File: src/rtl/lsm_pkg.sv
package lsm_pkg;
  typedef enum logic [1:0] {
    ST_IDLE = 2'd0,
    ST_BEAT = 2'd1,
    ST_DONE = 2'd2
  } lsm_state_e;
endpackage

File: src/rtl/lsm_lowbit.sv
module lsm_lowbit #(
  parameter int N = 16,
  localparam int IW = $clog2(N)
) (
  input  logic [N-1:0]  vec,
  output logic          any,
  output logic [IW-1:0] idx,
  output logic [N-1:0]  hot
);
  logic [N-1:0] below;

  // below[i] is set when some bit under position i is set
  assign below[0] = 1'b0;
  for (genvar g = 1; g < N; g++) begin : g_below
    assign below[g] = below[g-1] | vec[g-1];
  end

  for (genvar g = 0; g < N; g++) begin : g_hot
    assign hot[g] = vec[g] & ~below[g];
  end

  assign any = |vec;

  always_comb begin
    idx = '0;
    for (int i = 0; i < N; i++) begin
      if (hot[i]) idx = IW'(i);
    end
  end
endmodule

File: src/rtl/lsm_popcnt.sv
module lsm_popcnt #(
  parameter int N = 16,
  localparam int CW = $clog2(N + 1)
) (
  input  logic [N-1:0]  vec,
  output logic [CW-1:0] cnt
);
  always_comb begin
    cnt = '0;
    for (int i = 0; i < N; i++) begin
      cnt = cnt + CW'(vec[i]);
    end
  end
endmodule

File: src/rtl/lsm_ctrl.sv
module lsm_ctrl
  import lsm_pkg::*;
(
  input  logic       clk,
  input  logic       rst_n,
  input  logic       start,
  input  logic       mask_zero,
  input  logic       beat_fire,
  input  logic       beat_last,
  output lsm_state_e state_q,
  output logic       accept
);
  lsm_state_e state_d;

  assign accept = start && (state_q == ST_IDLE);

  always_comb begin
    state_d = state_q;
    unique case (state_q)
      ST_IDLE: if (start) state_d = mask_zero ? ST_DONE : ST_BEAT;
      ST_BEAT: if (beat_fire && beat_last) state_d = ST_DONE;
      ST_DONE: state_d = ST_IDLE;
      default: state_d = ST_IDLE;
    endcase
  end

  always_ff @(posedge clk or negedge rst_n) begin
    if (!rst_n) state_q <= ST_IDLE;
    else        state_q <= state_d;
  end


  done_single_chk: assert property (@(posedge clk) disable iff (!rst_n)
    (state_q == ST_DONE) |=> (state_q == ST_IDLE));


  empty_fast_chk: assert property (@(posedge clk) disable iff (!rst_n)
    (accept && mask_zero) |=> (state_q == ST_DONE));
endmodule

File: src/rtl/lsm_seq.sv
module lsm_seq
  import lsm_pkg::*;
#(
  parameter int NREG       = 16,
  parameter int ADDR_W     = 32,
  parameter int WORD_BYTES = 4,
  localparam int RW        = $clog2(NREG),
  localparam int CW        = $clog2(NREG + 1),
  localparam int PC_IDX    = NREG - 1
) (
  input  logic              clk,
  input  logic              rst_n,
  input  logic              start,
  input  logic [NREG-1:0]   reg_mask,
  input  logic [ADDR_W-1:0] base_addr,
  input  logic              is_load,
  input  logic              wb_en,
  output logic              busy,
  output logic              req_valid,
  output logic [RW-1:0]     req_reg,
  output logic [ADDR_W-1:0] req_addr,
  output logic              req_write,
  input  logic              req_ack,
  output logic              done,
  output logic              wb_valid,
  output logic [ADDR_W-1:0] wb_value,
  output logic              pc_loaded
);
  localparam logic [ADDR_W-1:0] STEP = ADDR_W'(WORD_BYTES);

  lsm_state_e state_q;
  logic       accept;
  logic       beat_fire;
  logic       beat_last;
  logic       mask_zero;

  logic [NREG-1:0]   work_q, work_d;
  logic [ADDR_W-1:0] addr_q, addr_d;
  logic [ADDR_W-1:0] wbv_q,  wbv_d;
  logic              ld_q, wbe_q, pc_q;

  logic              any_bit;
  logic [RW-1:0]     low_idx;
  logic [NREG-1:0]   low_hot;
  logic [CW-1:0]     sel_cnt;
  logic [NREG-1:0]   work_rest;

  lsm_lowbit #(.N(NREG)) i_lowbit (
    .vec (work_q),
    .any (any_bit),
    .idx (low_idx),
    .hot (low_hot)
  );

  lsm_popcnt #(.N(NREG)) i_popcnt (
    .vec (reg_mask),
    .cnt (sel_cnt)
  );

  assign mask_zero = (reg_mask == '0);
  assign work_rest = work_q & ~low_hot;
  assign beat_last = (work_rest == '0);
  assign beat_fire = req_valid && req_ack;

  lsm_ctrl i_ctrl (
    .clk       (clk),
    .rst_n     (rst_n),
    .start     (start),
    .mask_zero (mask_zero),
    .beat_fire (beat_fire),
    .beat_last (beat_last),
    .state_q   (state_q),
    .accept    (accept)
  );

  // next-state of the datapath, enables written out
  always_comb begin
    work_d = work_q;
    addr_d = addr_q;
    wbv_d  = wbv_q;
    if (accept) begin
      work_d = reg_mask;
      addr_d = base_addr;
      wbv_d  = base_addr + ADDR_W'(sel_cnt) * STEP;
    end else if (beat_fire) begin
      work_d = work_rest;
      addr_d = addr_q + STEP;
    end
  end

  always_ff @(posedge clk or negedge rst_n) begin
    if (!rst_n) begin
      work_q <= '0;
      addr_q <= '0;
      wbv_q  <= '0;
      ld_q   <= 1'b0;
      wbe_q  <= 1'b0;
      pc_q   <= 1'b0;
    end else begin
      work_q <= work_d;
      addr_q <= addr_d;
      wbv_q  <= wbv_d;
      if (accept) begin
        ld_q  <= is_load;
        wbe_q <= wb_en;
        pc_q  <= is_load & reg_mask[PC_IDX];
      end
    end
  end

  assign busy      = (state_q != ST_IDLE);
  assign req_valid = (state_q == ST_BEAT) && any_bit;
  assign req_reg   = low_idx;
  assign req_addr  = addr_q;
  assign req_write = ~ld_q;
  assign done      = (state_q == ST_DONE);
  assign wb_valid  = done & wbe_q;
  assign wb_value  = wbv_q;
  assign pc_loaded = done & pc_q;


  ascend_order_chk: assert property (@(posedge clk) disable iff (!rst_n)
    beat_fire |=> (!req_valid || (req_reg > $past(req_reg))));


  addr_step_chk: assert property (@(posedge clk) disable iff (!rst_n)
    beat_fire |=> (!req_valid || (req_addr == $past(req_addr) + STEP)));


  hold_beat_chk: assert property (@(posedge clk) disable iff (!rst_n)
    (req_valid && !req_ack) |=>
      (req_valid && $stable(req_reg) && $stable(req_addr) && $stable(req_write)));


  done_after_last_chk: assert property (@(posedge clk) disable iff (!rst_n)
    (beat_fire && beat_last) |=> (done && !req_valid));


  done_pulse_chk: assert property (@(posedge clk) disable iff (!rst_n)
    done |=> !done);


  pc_flag_chk: assert property (@(posedge clk) disable iff (!rst_n)
    pc_loaded |-> (done && !req_write));


  idle_quiet_chk: assert property (@(posedge clk) disable iff (!rst_n)
    !busy |-> (!req_valid && !done));


  busy_locked_chk: assert property (@(posedge clk) disable iff (!rst_n)
    (req_valid && !req_ack) |=> $stable(wb_value));
endmodule

File: config.mk
export PLATFORM = sky130hd
export DESIGN_NAME = lsm_seq
export DESIGN_NICKNAME = d
export VERILOG_FILES = /design/src/rtl/lsm_pkg.sv /design/src/rtl/lsm_lowbit.sv /design/src/rtl/lsm_popcnt.sv /design/src/rtl/lsm_ctrl.sv /design/src/rtl/lsm_seq.sv
export SDC_FILE = /design/constraint.sdc
export NUM_CORES = 1
export LEC_CHECK = 0
export BUFFER_PORTS_ARGS = -buffer_cell sky130_fd_sc_hd__buf_2
export CORE_ASPECT_RATIO = 1.25
export CORE_MARGIN = 5
export CORE_UTILIZATION = 40
export DETAILED_ROUTE_END_ITERATION = 8
export PLACE_DENSITY = 0.66
export SYNTH_ARGS = -nofsm -noshare
export SYNTH_HDL_FRONTEND = slang
export SYNTH_HIERARCHICAL = 1
export SYNTH_SLANG_ARGS = --single-unit
File: constraint.sdc
create_clock -name clk -period 5.28 [get_ports clk]
set_clock_uncertainty 0.05 [all_clocks]
set_input_delay 0.528 -clock clk [delete_from_list [all_inputs] [get_ports clk]]
set_output_delay 0.528 -clock clk [all_outputs]
set_load 0.03 [all_outputs]
==> PnR_summary.wiki <==
{| class="wikitable"
! Metric !! Value
|-
| Critical Path Source Type || primary input
|-
| Core area || 0.0138 mm²
|-
| Placed cell area || 0.00640 mm²
|-
| Vias per Instance || 5.49
|-
| Iteration count of the initial detailed-routing pass || 6
|-
| Num rows || 48
|-
| Overall die area || 0.0164 mm²
|-
| Via count of the first global-routing pass || 5179
|-
| Max-slew violation count || 0
|-
| Worst supply voltage drop on vdd || 0.000410 V
|-
| Number of warning messages in the yosys log || 6
|-
| Critical path endpoint category || flop
|-
| Cell types with the largest area share after synthesis || sky130_fd_sc_hd__dfrtp_1 (38%), sky130_fd_sc_hd__nand2_1 (5.0%), sky130_fd_sc_hd__xor2_1 (4.9%)
|-
| Cells after Synth || 622
|-
| Mean post-synth cell area || 8.95 µm²
|-
| Largest net degree at the start of global routing || 97
|-
| Number of port buffers || 127
|-
| Required time worst endpoint || 5.41 ns
|-
| Number of nets produced by synthesis || 698
|-
| Number of hold-repair buffers added at the cts stage || 0
|-
| Total chip power || 4.15 mW
|-
| Number of violations reported at the end of detailed-routing iteration 0 || 305
|-
| Sequential element share of the synthesized area || 38.2%
|-
| Kind of critical path || in2reg
|-
| Number of antenna violations at the first check in global routing || 0
|-
| Worst-skew pair later-pin latency || 0.34 ns
|-
| Starting density of the core || 40.5%
|-
| Class of the tightest hold or removal check || in2async
|-
| Met1 track utilization from global routing || 25.8%
|-
| Most frequent standard cell in the layout excluding fill and tap cells || sky130_fd_sc_hd__buf_2
|-
| Deepest clock path buffer count || 2
|-
| Hold slack || 0.0791 ns
|-
| Number of synthesized register bits || 85
|-
| Last weighted congestion value of the routability-driven placer || 0.916
|-
| Max capacitance violation total || 0
|-
| Min Clock Period, post-route || 4.94 ns
|-
| Final worst-path cycle share || 93.5%
|-
| GRT Max-Usage Layer || met2
|-
| Global-route wire length before repair || 26500 µm
|-
| Unrepaired setup endpoints after global routing || no
|-
| Library cells used by synthesis || 71
|-
| P_leak || 3.02 nW
|-
| Wire per inst || 17.6 µm
|-
| Number of buffers inserted during clock tree synthesis || 9
|-
| Residual DRC count || 0
|-
| Maximum fanout encountered on the critical timing path || 4
|-
| Grt ovf || 0
|-
| Total half-perimeter wirelength after legalization and detailed placement || 12300 µm
|-
| Layout cell share with drive strength beyond 1 || 25.0%
|-
| Total power per unit cell area || 620 mW/mm²
|-
| Async SR Flop Fraction || 100%
|-
| Global routing usage summed across all routing layers || 20.5%
|-
| CTS H-tree lvls || 3
|-
| Area overhead of the layout relative to synthesis || 20.0%
|-
| Io pins || 128
|-
| Remaining antenna violation count after routing || 0
|-
| Register-to-register setup slack || 2.00 ns
|-
| Setup violation total in the final timing report || 0
|-
| Summed instance area of the synthesized netlist || 0.00557 mm²
|-
| Die span in x || 116 µm
|-
| Highest clock frequency the design can meet || 0.203 GHz
|-
| Height of the die || 142 µm
|-
| Status || finished clean
|-
| Slew of the pin with the lowest slew margin || 0.835 ns
|-
| Flip-flop cell with the highest count after synthesis || sky130_fd_sc_hd__dfrtp_1
|-
| CTS Root Cell || sky130_fd_sc_hd__clkbuf_16
|-
| Number of nets in the layout || 820
|-
| Final sum of negative setup slack || 0 ns
|-
| Final wirelength || 16200 µm
|-
| Clock sinks || 85
|-
| # Post-CTS Setup Buffers || 0
|-
| Count of instances resized after the clock tree is built || 0
|-
| Clock tree from TritonCTS || built
|-
| Total number of vias || 5071
|-
| Final-report hold violation count || 0
|-
| Leading area contributor after synthesis || sky130_fd_sc_hd__dfrtp_1
|-
| Final standard cell area without fillers || 0.00668 mm²
|-
| Top cell type's share of synthesized area || 38.2%
|-
| Antenna diode instance count || 0
|-
| Commonest cells after routing, fill and taps aside || sky130_fd_sc_hd__buf_2 (126), sky130_fd_sc_hd__dfrtp_1 (85), sky130_fd_sc_hd__nand2_1 (74)
|-
| Worst max-slew margin expressed relative to the limit || 44.4%
|-
| Fraction of met3 tracks used by global routing || 4.18%
|-
| Number of synthesized flops with an enable pin || 0
|-
| Signal arrival time at the worst endpoint || 5.07 ns
|-
| Clock slew at the register clock pins of the worst setup and hold paths || 0.07 ns
|-
| GR Layer Usage met2 || 34.0%
|}
-- routing by layer --
metal  vias to the layer above  routed length [µm]
li1                       2406                   -
met1                      2421                6670
met2                       198                7900
met3                        46                1090
met4                         0                 579
met5                         -                   0
-- per-stage QoR --
stage	setup WS (ns)	instances	utilization, %
finish	0.342	924	48.6
global route	0.0918	924	48.6
floorplan	0.333	622	-
detailed placement	0.0148	908	46.5
CTS	0.335	924	48.6
global placement	0.0536	908	46.5
-- worst max-delay path: stages --
cell                       delay, ns
sky130_fd_sc_hd__buf_2          0.09
sky130_fd_sc_hd__inv_1          0.05
sky130_fd_sc_hd__fa_1           0.59
sky130_fd_sc_hd__fa_1           0.46
sky130_fd_sc_hd__fa_1           0.55
sky130_fd_sc_hd__fa_1           0.42
sky130_fd_sc_hd__inv_1          0.07
sky130_fd_sc_hd__ha_1           0.15
sky130_fd_sc_hd__inv_1          0.06
sky130_fd_sc_hd__fa_1           0.41
sky130_fd_sc_hd__xnor2_1        0.23
sky130_fd_sc_hd__ha_1           0.31
sky130_fd_sc_hd__nor2b_1        0.16
sky130_fd_sc_hd__o31a_1         0.32
sky130_fd_sc_hd__o211ai_1       0.29
sky130_fd_sc_hd__buf_4          0.17
sky130_fd_sc_hd__xor2_1         0.15
sky130_fd_sc_hd__a21oi_1        0.09
-- final timing paths --
path | end | cells past startpoint | start
worst min register to register | wbe_q | 1 | wbe_q
worst max register to register | i_ctrl/state_q[0] | 10 | work_q[0]
worst min-delay path | wb_value[5] | 1 | rst_n
worst max-delay path | wb_value[18] | 18 | reg_mask[5]
min in group clk | req_addr[1] | 3 | base_addr[1]
max in group asynchronous | req_addr[19] | 2 | rst_n
-- cell type report --
type / count / area (µm²)
clock inverter: 7 / 56.3
timing repair buffer: 137 / 726
clock buffer: 9 / 225
multi-input combinational: 451 / 3100
tap: 175 / 219
inverter: 60 / 225
fill: 1320 / 7070
sequential: 85 / 2130
-- kinds of logic after synthesis --
family | Yosys count | share of synthesized area, %
simple gates | 224 | 22.3
compound gates | 143 | 16.8
buf+inv | 86 | 6.18
flops | 85 | 38.2
xor+xnor | 53 | 8.34
fa+ha+maj | 22 | 6.43
mux | 9 | 1.77
-- cell usage after synthesis, types with 4 or more instances --
cell,count
sky130_fd_sc_hd__clkbuf_1,13
sky130_fd_sc_hd__a21oi_1,28
sky130_fd_sc_hd__buf_1,5
sky130_fd_sc_hd__nor4_1,9
sky130_fd_sc_hd__xor2_1,31
sky130_fd_sc_hd__xnor2_1,22
sky130_fd_sc_hd__and4_1,4
sky130_fd_sc_hd__nand3_1,15
sky130_fd_sc_hd__nor2b_1,6
sky130_fd_sc_hd__o21ai_0,51
sky130_fd_sc_hd__a211oi_1,15
sky130_fd_sc_hd__and3_1,14
sky130_fd_sc_hd__and2_1,7
sky130_fd_sc_hd__nand2_1,74
sky130_fd_sc_hd__nor2_1,43
sky130_fd_sc_hd__dfrtp_1,85
sky130_fd_sc_hd__o22ai_1,5
sky130_fd_sc_hd__mux2_2,7
sky130_fd_sc_hd__inv_1,60
sky130_fd_sc_hd__buf_2,5
sky130_fd_sc_hd__ha_1,11
sky130_fd_sc_hd__or3_1,4
sky130_fd_sc_hd__fa_1,11
sky130_fd_sc_hd__nand4_1,16
sky130_fd_sc_hd__a21o_1,11
sky130_fd_sc_hd__o211ai_1,4
-- registers in the layout (all words and copies together) (netlist names) --
name	cells
i_ctrl/state_q	2
ld_q	1
pc_q	1
req_addr	32
wb_value	32
wbe_q	1
work_q	16
-- report_power, final --
| group | internal (mW) | switching, mW |
|---|---|---|
| Combinational | 0.777 | 1.49 |
| Sequential | 0.959 | 0.309 |
| Clock | 0.325 | 0.284 |
No activity file was read; power rests on OpenSTA's default activity.
